[config.mk]
export PLATFORM = sky130hd
export DESIGN_NAME = cmd_list_ctrl
export DESIGN_NICKNAME = d
export VERILOG_FILES = /design/src/rtl/cmdl_pkg.sv /design/src/rtl/cmdl_host_if.sv /design/src/rtl/cmdl_fsm.sv /design/src/rtl/cmd_list_ctrl.sv
export SDC_FILE = /design/constraint.sdc
export NUM_CORES = 1
export LEC_CHECK = 0
export BUFFER_PORTS_ARGS = -buffer_cell sky130_fd_sc_hd__clkbuf_2
export CORE_ASPECT_RATIO = 1.25
export CORE_UTILIZATION = 53
export CTS_BUF_LIST = sky130_fd_sc_hd__clkbuf_16
export CTS_CLUSTER_SIZE = 8
export DETAILED_ROUTE_END_ITERATION = 10
export PLACE_DENSITY = 0.82
export SETUP_SLACK_MARGIN = 0.5
export SLEW_MARGIN = 20
export SYNTH_ARGS = -nofsm -noshare
export SYNTH_HDL_FRONTEND = slang
export SYNTH_SLANG_ARGS = --single-unit
[constraint.sdc]
create_clock -name clk -period 1.5 [get_ports clk]
set_input_delay 0.45 -clock clk [delete_from_list [all_inputs] [get_ports clk]]
set_output_delay 0.45 -clock clk [all_outputs]
set_load 0.005 [all_outputs]
[src/rtl/cmdl_pkg.sv]
package cmdl_pkg;
  typedef enum logic [1:0] {
    ST_IDLE = 2'd0,
    ST_SUSP = 2'd1,
    ST_ACT  = 2'd2
  } cu_state_t;

  typedef enum logic [1:0] {
    OP_START   = 2'd0,
    OP_SUSPEND = 2'd1,
    OP_RESUME  = 2'd2,
    OP_ABORT   = 2'd3
  } ctl_op_t;
endpackage

[src/rtl/cmdl_host_if.sv]
// Latches one host control command at a time and pulses accept.
module cmdl_host_if #(
  parameter int AW = 16
) (
  input  logic                   clk,
  input  logic                   rst,
  input  logic                   ctl_valid,
  input  logic [1:0]             ctl_op,
  input  logic [AW-1:0]          ctl_ptr,
  input  logic                   clr,
  output logic                   pend,
  output cmdl_pkg::ctl_op_t      op,
  output logic [AW-1:0]          ptr,
  output logic                   accept
);
  import cmdl_pkg::*;

  logic take;
  assign take = ctl_valid && !pend;

  always_ff @(posedge clk) begin
    if (rst) begin
      pend   <= 1'b0;
      op     <= OP_START;
      ptr    <= '0;
      accept <= 1'b0;
    end else begin
      accept <= take;
      if (take) begin
        pend <= 1'b1;
        op   <= ctl_op_t'(ctl_op);
        ptr  <= ctl_ptr;
      end else if (clr) begin
        pend <= 1'b0;
      end
    end
  end
endmodule

[src/rtl/cmdl_fsm.sv]
// Three-state sequencer: list walking plus host command effects.
module cmdl_fsm #(
  parameter int AW = 16
) (
  input  logic                clk,
  input  logic                rst,
  input  logic                pend,
  input  cmdl_pkg::ctl_op_t   op,
  input  logic [AW-1:0]       pptr,
  input  logic                exec_done,
  input  logic [AW-1:0]       exec_link,
  input  logic                exec_susp,
  input  logic                exec_eol,
  output logic                clr,
  output logic                done,
  output logic                busy,
  output cmdl_pkg::cu_state_t st,
  output logic [AW-1:0]       ptr
);
  import cmdl_pkg::*;

  cu_state_t     st_n;
  logic [AW-1:0] ptr_n, link_q, link_n;
  logic          done_n, busy_n, held;
  logic          fin;

  assign fin  = (st == ST_ACT) && exec_done;
  // host suspend/abort take over the handling of the running block
  assign held = pend && (op == OP_SUSPEND || op == OP_ABORT);

  always_comb begin
    st_n   = st;
    ptr_n  = ptr;
    link_n = link_q;
    done_n = 1'b0;
    busy_n = 1'b0;
    clr    = 1'b0;

    if (fin && !held) begin
      link_n = exec_link;
      if (exec_susp) begin
        st_n = ST_SUSP;
      end else if (exec_eol) begin
        st_n  = ST_IDLE;
        ptr_n = '0;
      end else begin
        ptr_n = exec_link;
      end
    end

    if (pend) begin
      unique case (op)
        OP_START: begin
          clr    = 1'b1;
          done_n = 1'b1;
          if (st == ST_ACT) begin
            busy_n = 1'b1;
          end else begin
            st_n  = ST_ACT;
            ptr_n = pptr;
          end
        end
        OP_RESUME: begin
          clr    = 1'b1;
          done_n = 1'b1;
          if (st == ST_SUSP) begin
            st_n  = ST_ACT;
            ptr_n = link_q;
          end
        end
        OP_SUSPEND: begin
          if (st != ST_ACT) begin
            clr    = 1'b1;
            done_n = 1'b1;
          end else if (exec_done) begin
            clr    = 1'b1;
            done_n = 1'b1;
            st_n   = ST_SUSP;
            link_n = exec_link;
          end
        end
        OP_ABORT: begin
          if (st != ST_ACT || exec_done) begin
            clr    = 1'b1;
            done_n = 1'b1;
            st_n   = ST_IDLE;
            ptr_n  = '0;
          end
        end
        default: ;
      endcase
    end
  end

  always_ff @(posedge clk) begin
    if (rst) begin
      st     <= ST_IDLE;
      ptr    <= '0;
      link_q <= '0;
      done   <= 1'b0;
      busy   <= 1'b0;
    end else begin
      st     <= st_n;
      ptr    <= ptr_n;
      link_q <= link_n;
      done   <= done_n;
      busy   <= busy_n;
    end
  end
endmodule

[src/rtl/cmd_list_ctrl.sv]
module cmd_list_ctrl #(
  parameter int AW = 16
) (
  input  logic          clk,
  input  logic          rst,
  input  logic          ctl_valid,
  input  logic [1:0]    ctl_op,
  input  logic [AW-1:0] ctl_ptr,
  output logic          ctl_accept,
  output logic          ctl_done,
  output logic          ctl_busy,
  output logic          fetch_req,
  output logic [AW-1:0] fetch_ptr,
  input  logic          exec_done,
  input  logic [AW-1:0] exec_link,
  input  logic          exec_susp,
  input  logic          exec_eol,
  output logic [1:0]    state
);
  import cmdl_pkg::*;

  logic          pend_q, clr;
  ctl_op_t       op_q;
  logic [AW-1:0] pptr_q;
  cu_state_t     st;

  cmdl_host_if #(.AW(AW)) u_host (
    .clk(clk), .rst(rst), .ctl_valid(ctl_valid), .ctl_op(ctl_op),
    .ctl_ptr(ctl_ptr), .clr(clr), .pend(pend_q), .op(op_q),
    .ptr(pptr_q), .accept(ctl_accept)
  );

  cmdl_fsm #(.AW(AW)) u_fsm (
    .clk(clk), .rst(rst), .pend(pend_q), .op(op_q), .pptr(pptr_q),
    .exec_done(exec_done), .exec_link(exec_link), .exec_susp(exec_susp),
    .exec_eol(exec_eol), .clr(clr), .done(ctl_done), .busy(ctl_busy),
    .st(st), .ptr(fetch_ptr)
  );

  assign state     = st;
  assign fetch_req = (st == ST_ACT);
endmodule

==> results.md <==
- Root Buffer: clkbuf_16
- Most used DFF post-synth: dfxtp_1
- DRC Markers: 0
- Tcrit/Tclk final: 106.1%
- Post-synth EDFFs: 0
- H-tree depth: 2
- Max VDD drop: 1.170 mV
- # clock sinks: 56
- # port buffers: 61
- TritonCTS clock tree: built
- Startpoint types: flip-flop
- Sequential-to-total area share from yosys stat: 44.31%
- First-pass DRT Iterations: 5
- MaxCap Viol Count: 0
- GRT Util Overall: 36.13%
- Clk pin slew, worst setup/hold paths: 0.07 ns
- Clock Skew: 0.004952 ns
- Via count: 2848
- Core area: 4493 sq um
- Vias in the first global route: 2629
- Starting Density: 56.31%
- Die Ht: 79.25 microns
- WL per Instance: 26.94 microns
- Initial antenna violation count: 0
- Slew Limit Fails: 0
- RePlAce Congestion: 0.8893
- Layout cell share with drive strength beyond 1: 62.88%
- Syn nets: 306
- Max clock buf depth: 2
- Nets: 401
- I/O Pins: 62
- Post-Place Worst Slack: -0.09920 ns
- FMAX: 0.6284 GHz
- Pin count of the biggest net entering global routing: 25
- Total gr overflow: 0
- Avg Inst Size Synth: 9.511 sq um
- Synth Instances: 266
- Placed cell area: 2907 sq um
- Synth area leader: dfxtp_1
- Final core occ: 89.81%
- Die area: 5055 sq um
- Outcome: finished with violations
- Mapped Area: 2530 sq um
- Total power: 3.546 mW
- Clk_lat worst skew: 0.29 ns
- RSZ-0062 raised after global routing: yes
- Asr flop ratio synth: 0%
- Crit-path max FO: 6
- Rows: 27
- CTS Buf Count: 5
- Fin worst setup slack: -0.09125 ns
- Crit. End Element: flip-flop
- Final instance area: 4035 sq um
- # fillers: 182
- Final Hold Fails: 0
- #FFs+latches synth: 56
- Area share of the largest cell type after synthesis: 44.31%
- Total Wirelength: 11290 microns
- Dpl hpwl: 4045 microns
- Hold Crit Class: input port to flip-flop
- Slew margin rel.: 77.91%
- Worst EP required: 1.65 ns
- Crit Path Class: flip-flop to flip-flop
- Lkg Pwr: 1.742 nW
- Initial drt markers: 345
- Synth cell types: 35
- Hold_buf cts: 0
- Die X: 63.80 microns
- Failing checks: negative setup slack
- Crit path DAT: 1.74 ns
- First-pass GRT wire length: 13380 microns
- Synth area leaders: dfxtp_1, mux2i_1, nand2_1
- Diodes inserted: 0
- Min Tclk post-route: 1.591 ns
- Via density: 6.797
- Synthesis-to-finish area growth: 59.50%
- Cell Pwr Density: 878.8 nW/um^2
- Setup violations, final: 25
- Measured slew at the worst slew-check pin: 0.3314 ns
- Syn. warnings: 0
- Antenna-violating nets left: 0
## timing repair
action | in CTS | in global routing
pin swaps | 25 | 49
resized for setup | 64 | 97
cloned | 7 | 1
buffers inserted | 16 | 9
setup endpoints to repair | 76 | 78
## critical path: stages, from the launching register on
cell       delay [ns]
dfxtp_4          0.36
nand2b_4         0.16
inv_6            0.08
buf_4            0.11
nand4_4          0.13
clkbuf_16        0.21
mux2i_1          0.24
o22ai_1          0.15
## cells in the mapped netlist (2+ instances only)
| cell type | count |
|---|---|
| a21oi_1 | 20 |
| a22oi_1 | 16 |
| buf_1 | 3 |
| buf_12 | 2 |
| buf_2 | 6 |
| clkbuf_1 | 5 |
| dfxtp_1 | 56 |
| inv_1 | 3 |
| mux2i_1 | 34 |
| nand2_1 | 39 |
| nand2b_1 | 4 |
| nand2b_4 | 2 |
| nand3_1 | 2 |
| nor2_1 | 20 |
| nor2b_1 | 17 |
| nor3_1 | 2 |
| o21ai_0 | 3 |
| o22ai_1 | 11 |
| o22ai_2 | 5 |
## cell families after synthesis
logic type	share of synthesized area [%]
muxes	13.45
DFF	44.31
AOI/OAI and AO/OA	17.11
and+or+nand+nor	19.04
buffers and inverters	6.083
## cell type report
class	count	area [sq um]	area share [%]
flip-flops and latches	56	1160	28.74
clock inverters	2	11.26	0.2791
well taps	58	72.57	1.798
inverters	4	23.77	0.5891
repair buffers	103	887.1	21.98
multi-input cells	191	1755	43.50
clock buffers	5	125.1	3.101
## through the flow
stage | instances | TNS, ns | hold WS (ns)
2_1_floorplan | 266 | 0 | 0.4360
3_3_place_gp | 379 | -0.09966 | 0.4448
3_5_place_dp | 379 | -0.7189 | 0.4496
4_1_cts | 409 | 0 | 0.3724
5_1_grt | 419 | -0.9004 | 0.3902
6_report | 419 | -0.7038 | 0.3843
## metal layers
| layer | track usage [%] | vias to the layer above | share of wire, % |
|---|---|---|---|
| met2 | 63.19 | 264 | 49 |
| met4 | 27.50 | 0 | 8.0 |
| li1 | - | 1134 | - |
| met3 | 8.477 | 88 | 9.5 |
| met5 | 0 | - | 0 |
| met1 | 36.85 | 1362 | 34 |
## power breakdown
| group | internal [mW] | total (mW) | leakage (nW) | switching [mW] |
|---|---|---|---|---|
| clock network | 0.609 | 1.14 | 0.0700 | 0.529 |
| registers | 1.54 | 1.61 | 0.468 | 0.0679 |
| logic | 0.366 | 0.795 | 1.20 | 0.429 |
## cell usage in the layout, fill, tap and decap left out, types with 12 or more instances in the layout
master / n
clkbuf_2: 52
dfxtp_1: 33
mux2i_1: 26
nand2_2: 21
buf_4: 21
nor2_1: 20
dfxtp_2: 19
nor2b_1: 16
a22oi_2: 16
buf_6: 15
a21oi_1: 12
## worst paths after layout
check / end / cells past startpoint / startpoint / slack, ns
worst min register to register: u_host.ptr[3] / 2 / u_host.ptr[3] / 0.49
worst max register to register: u_fsm.ptr[3] / 7 / u_fsm.st[0] / -0.09
worst min-delay path: u_host.ptr[3] / 3 / ctl_ptr[3] / 0.38
worst max-delay path: u_fsm.ptr[3] / 7 / u_fsm.st[0] / -0.09
Power figures use the tool's default switching activity.
